[src/rtl/chop_pkg.sv]
package chop_pkg;
  timeunit 1ns;
  timeprecision 100ps;

  typedef enum logic [1:0] {
    ST_IDLE  = 2'd0,
    ST_BLANK = 2'd1,
    ST_ON    = 2'd2,
    ST_OFF   = 2'd3
  } chopState_t;

  // strobes from the sequencer to the phase counter
  typedef struct packed {
    logic clr;
    logic inc;
  } cntStrobe_t;
endpackage

[src/rtl/chopDp.sv]
module chopDp
  import chop_pkg::*;
#(
  parameter int OFF_W    = 5,
  parameter int FAST_W   = 4,
  parameter int BLK_W    = 2,
  parameter int STEP     = 8,
  parameter int BASE     = 7,
  parameter int BLK_STEP = 4,
  parameter int CNT_W    = 8
) (
  input  logic              clk,
  input  logic              rstN,
  input  cntStrobe_t        stb,
  input  logic              mixedSel,
  input  logic [OFF_W-1:0]  offCode,
  input  logic [FAST_W-1:0] fastCode,
  input  logic [BLK_W-1:0]  blankCode,
  output logic              blankDone,
  output logic              offDone,
  output logic              fastWin
);
  logic [CNT_W-1:0] cnt;
  logic [CNT_W-1:0] offLen;
  logic [CNT_W-1:0] fastLen;
  logic [CNT_W-1:0] blankLen;

  assign offLen   = CNT_W'(offCode) * CNT_W'(STEP) + CNT_W'(BASE);
  assign fastLen  = CNT_W'(fastCode) * CNT_W'(STEP) + CNT_W'(BASE);
  assign blankLen = (CNT_W'(blankCode) + CNT_W'(1)) * CNT_W'(BLK_STEP);

  always_ff @(posedge clk) begin
    if (!rstN)        cnt <= '0;
    else if (stb.clr) cnt <= '0;
    else if (stb.inc) cnt <= cnt + CNT_W'(1);
  end

  assign blankDone = (cnt == blankLen - CNT_W'(1));
  assign offDone   = (cnt == offLen - CNT_W'(1));
  assign fastWin   = mixedSel && (cnt < fastLen);
endmodule

[src/rtl/chopCtl.sv]
module chopCtl
  import chop_pkg::*;
(
  input  logic       clk,
  input  logic       rstN,
  input  logic       runEn,
  input  logic       phaseIn,
  input  logic       senseTrip,
  input  logic       blankDone,
  input  logic       offDone,
  output cntStrobe_t stb,
  output chopState_t state
);
  chopState_t nxt;
  logic phasePrev;
  logic phaseChg;

  // direction history needs no reset: it is only consulted outside idle
  always_ff @(posedge clk) phasePrev <= phaseIn;
  assign phaseChg = (phaseIn != phasePrev);

  always_ff @(posedge clk) begin
    if (!rstN) state <= ST_IDLE;
    else       state <= nxt;
  end

  always_comb begin
    nxt = state;
    stb = '0;
    if (!runEn) begin
      nxt     = ST_IDLE;
      stb.clr = 1'b1;
    end else if (state != ST_IDLE && phaseChg) begin
      nxt     = ST_BLANK;
      stb.clr = 1'b1;
    end else begin
      unique case (state)
        ST_IDLE: begin
          nxt     = ST_BLANK;
          stb.clr = 1'b1;
        end
        ST_BLANK: begin
          if (blankDone) begin
            nxt     = ST_ON;
            stb.clr = 1'b1;
          end else begin
            stb.inc = 1'b1;
          end
        end
        ST_ON: begin
          if (senseTrip) begin
            nxt     = ST_OFF;
            stb.clr = 1'b1;
          end
        end
        ST_OFF: begin
          if (offDone) begin
            nxt     = ST_BLANK;
            stb.clr = 1'b1;
          end else begin
            stb.inc = 1'b1;
          end
        end
        default: begin
          nxt     = ST_IDLE;
          stb.clr = 1'b1;
        end
      endcase
    end
  end
endmodule

[src/rtl/chopTimer.sv]
module chopTimer
  import chop_pkg::*;
#(
  parameter int OFF_W    = 5,
  parameter int FAST_W   = 4,
  parameter int BLK_W    = 2,
  parameter int STEP     = 8,
  parameter int BASE     = 7,
  parameter int BLK_STEP = 4
) (
  input  logic              clk,
  input  logic              rstN,
  input  logic              runEn,
  input  logic              phaseIn,
  input  logic              senseTrip,
  input  logic              mixedSel,
  input  logic [OFF_W-1:0]  offCode,
  input  logic [FAST_W-1:0] fastCode,
  input  logic [BLK_W-1:0]  blankCode,
  output logic              driveOn,
  output logic              fastDecay,
  output logic              slowDecay
);
  timeunit 1ns;
  timeprecision 100ps;

  localparam int OFF_MAX  = (2**OFF_W - 1) * STEP + BASE;
  localparam int FAST_MAX = (2**FAST_W - 1) * STEP + BASE;
  localparam int BLK_MAX  = (2**BLK_W) * BLK_STEP;
  localparam int LEN_A    = (OFF_MAX > FAST_MAX) ? OFF_MAX : FAST_MAX;
  localparam int LEN_MAX  = (LEN_A > BLK_MAX) ? LEN_A : BLK_MAX;
  localparam int CNT_W    = $clog2(LEN_MAX + 1);

  cntStrobe_t ctlStb;
  chopState_t ctlState;
  logic blankDone, offDone, fastWin;

  chopCtl uCtl (
    .clk(clk), .rstN(rstN), .runEn(runEn), .phaseIn(phaseIn),
    .senseTrip(senseTrip), .blankDone(blankDone), .offDone(offDone),
    .stb(ctlStb), .state(ctlState)
  );

  chopDp #(
    .OFF_W(OFF_W), .FAST_W(FAST_W), .BLK_W(BLK_W), .STEP(STEP),
    .BASE(BASE), .BLK_STEP(BLK_STEP), .CNT_W(CNT_W)
  ) uDp (
    .clk(clk), .rstN(rstN), .stb(ctlStb), .mixedSel(mixedSel),
    .offCode(offCode), .fastCode(fastCode), .blankCode(blankCode),
    .blankDone(blankDone), .offDone(offDone), .fastWin(fastWin)
  );

  assign driveOn   = (ctlState == ST_BLANK) || (ctlState == ST_ON);
  assign fastDecay = (ctlState == ST_OFF) && fastWin;
  assign slowDecay = (ctlState == ST_OFF) && !fastWin;
endmodule

[config.mk]
export PLATFORM = sky130hd
export DESIGN_NAME = chopTimer
export DESIGN_NICKNAME = d
export VERILOG_FILES = /design/src/rtl/chop_pkg.sv /design/src/rtl/chopDp.sv /design/src/rtl/chopCtl.sv /design/src/rtl/chopTimer.sv
export SDC_FILE = /design/constraint.sdc
export NUM_CORES = 1
export LEC_CHECK = 0
export BUFFER_PORTS_ARGS = -buffer_cell sky130_fd_sc_hd__buf_2
export CAP_MARGIN = 15
export CELL_PAD_IN_SITES_DETAIL_PLACEMENT = 0
export CELL_PAD_IN_SITES_GLOBAL_PLACEMENT = 1
export CORE_UTILIZATION = 39
export DETAILED_ROUTE_END_ITERATION = 6
export HOLD_SLACK_MARGIN = 0.1
export MAX_ROUTING_LAYER = met4
export PLACE_DENSITY_LB_ADDON = 0.25
export SYNTH_ARGS = -nofsm -noshare
export SYNTH_HDL_FRONTEND = slang
export SYNTH_HIERARCHICAL = 1
export SYNTH_SLANG_ARGS = --single-unit
[constraint.sdc]
create_clock -name clk -period 2.4 [get_ports clk]
set_input_delay 0 -clock clk [delete_from_list [all_inputs] [get_ports clk]]
set_output_delay 0 -clock clk [all_outputs]
set_load 0.02 [all_outputs]
==> results.toml <==
[status]
status = "finished clean"

[logic_synthesis]
synth.top_cells.by_area = "dfxtp_1 23%, ha_1 21%, xnor2_1 8.3%"
async_flop_share = 0
syn_inst = 113
synthFlopType = "dfxtp_1"
yosysTopAreaCell = "dfxtp_1"
synth.most_common_cell = "ha_1"
synth_top_area_share = 0.2325
syn_avg_cell_area_um2 = 8.382
ys_ff_latch = 11
synthDistinctLibCells = 33
synth-edff-count = 0
yosys-top-cells-count = "16 x ha_1, 11 x dfxtp_1, 11 x nor2_1"
synthesis.area_um2 = 947.2
synth_nets = 146
yosys_warnings = 6
ys_seq_area_frac = 0.2325

[placed_design]
port_buffers = 19
dp_hpwl_um = 1494
gp_congestion = 0.7831

[clock_network]
cts_setup_buffers = 0
ctsHtreeMaxLevel = 1
clk-insertion-delay-late_ps = 270
cts_tree = "yes"
numCtsBuffers = 3
cts.sinks = 11
ctsRootBufferMaster = "clkbuf_4"
clockBufferDepth = 2
clk_pin_slew_ps = 80

[global_routing]
grt_pass1_vias = 734
grt_overflow = 0
grt_max_degree = 9
antenna_found_initial = 0
grt_pass1_wl_um = 3194
grt_usage = 0.1668

[routing]
dr_wl_met2_um = 835
top_layer = "met4"
vias = 831
drt_iter0_drc = 13
viasPerCell = 5.006
drc = 0
wl_met1_um = 969
totalWireLength_um = 1907
ant_nets = 0
drt_first_pass_iters = 4
post_drt_wl_per_cell_um = 11.49
wl_met3_um = 92

[sta]
slew_headroom = 0.7671
setup_viol = 0
clock.fmax_ghz = 0.4368
fin_crit_ps = 2289
setup_tns_ps = 0
finalHoldViolations = 0
clock_skew_ps = 4.805
fin_crit_sh = 0.9538
tightest_slew_ps = 349.4
rsz0062_at_grt = "no"
slew_violations = 0

[setup_path]
cp-end-kind = "register"
crit_path_start_kind = "register"
cp_max_fo = 5
crit_required_ps = 2580
worstPathArrival_ps = 2470
criticalPathCategory = "register to register"
worstRegToRegCells = 6

[power_and_ir_drop]
p_clk_frac = 0.307
switching_power_mw = 0.1273
switching_share = 0.3002
power.leakage_nw = 0.5131
seqPwrFrac = 0.455
p_int_mw = 0.2967
powerDensity_nw_per_um2 = 372.8
ir_drop_mv = 0.3198
pwr-share-comb = 0.238

[floorplan]
rows = 17
io-pin-count = 20
core_area_um2 = 2255
dieWidth_um = 51.28
start_util = 0.4201
dieArea_um2 = 2630
die_y_um = 51.28

[layout]
area_growth_pct = 20.08
insertedDiodeCount = 0
nets = 172
drive_gt1_frac = 0.2464
post-route-util = 0.5044

[flow_run]
cap_violations = 0

[worst_hold_path]
hp-class = "primary input to register"
hold_path_depth = 4
## power groups by stage
| stage | Sequential, mW | Clock (mW) | Combinational (mW) |
|---|---|---|---|
| floorplan | 0.196 | 0 | 0.0663 |
| global placement | 0.197 | 0 | 0.0941 |
| detailed placement | 0.198 | 0 | 0.0954 |
| CTS | 0.193 | 0.138 | 0.0998 |
| global route | 0.194 | 0.148 | 0.113 |
| finish | 0.193 | 0.130 | 0.101 |
## area by class of cell
| cell class | count | area [um^2] |
|---|---|---|
| timing repair buffer | 26 | 155.1 |
| inverter | 9 | 33.78 |
| tap | 28 | 35.03 |
| clock inverter | 1 | 5.005 |
| multi-input combinational | 88 | 665.6 |
| fill | 233 | 1117 |
| sequential | 11 | 220.2 |
| clock buffer | 3 | 22.52 |
## flip-flops by register name, summed over array words and instances (netlist names)
| name | flops |
|---|---|
| uDp/cnt | 8 |
| uCtl/state | 2 |
| uCtl/phasePrev | 1 |
## kinds of logic (layout without fill, tap and decap cells)
family                   Yosys count  in the layout  share of synthesized area
flip-flops                        11             11                     0.2325
XOR/XNOR                          13             13                     0.1202
buffers and inverters             14             39                    0.07264
AO/OA/AOI/OAI                     17             17                     0.1176
AND/OR/NAND/NOR                   42             42                     0.2457
adder cells (fa/ha/maj)           16             16                     0.2114
## path summary, 6_finish.rpt
check,start,to,slack (ps)
worst min-delay path,rstN,uCtl/state[0]$_SDFFE_PN0P_,150
worst max-delay path,uDp/cnt[0]$_SDFFE_PP0P_,uCtl/state[1]$_SDFFE_PP0P_,110
worst max register to register,uDp/cnt[0]$_SDFFE_PP0P_,uCtl/state[1]$_SDFFE_PP0P_,110
worst min register to register,uCtl/state[1]$_SDFFE_PP0P_,uCtl/state[1]$_SDFFE_PP0P_,540
## through the flow
stage	setup slack [ps]	std cells	hold slack, ps	instance area [um^2]	power, mW
floorplan	264.4	113	27.72	947.2	0.2620
global placement	187.4	159	129.3	1072	0.2914
detailed placement	100.9	159	131.6	1072	0.2930
CTS	89.67	166	141.4	1130	0.4310
global route	5.036	166	196.0	1137	0.4549
finish	110.8	166	145.7	1137	0.4240
## cells in the final DEF, fill, tap and decap left out
cell type	Yosys	final
a211o_1	1	1
a211oi_1	2	2
a211oi_2	1	1
a21oi_1	5	5
a22oi_1	1	1
a31oi_1	1	1
and2_2	1	1
and2b_2	1	1
and3_1	1	1
buf_2	1	19
buf_4	2	4
clkbuf_4	0	3
clkinv_2	0	1
dfxtp_1	11	11
dlygate4sd3_1	0	3
ha_1	16	15
ha_2	0	1
inv_1	9	9
nand2_1	5	5
nand2b_1	1	1
nand3_1	5	5
nand3b_1	1	1
nand4_1	4	4
nand4_2	1	1
nor2_1	11	11
nor2b_1	3	1
nor2b_2	0	2
nor3_1	2	2
o21ai_0	3	3
o21ai_1	1	1
o31a_1	1	1
o31ai_1	1	1
or3_1	4	4
or4b_1	2	2
xnor2_1	9	9
xor2_1	4	4
## worst max-delay path, cell delays in order, from the launching register on
cell      delay, ps
dfxtp_1         410
ha_2            250
or4b_1          460
a211oi_2        260
nor2b_2         100
or4b_1          510
a211oi_1        210
## routing by layer
metal  global-route usage  up-vias
met5                    -        -
met4              0.05405        0
met3              0.02083        2
met2               0.2456       20
met1               0.2352      371
li1                     -      438
## repair_timing
item / in CTS / in global routing
hold endpoints to repair: 2 / 0
hold buffers: 3 / 0
gates resized for setup: 0 / 3
setup endpoints to repair: 0 / 4
(Power assumes the default switching activity.)
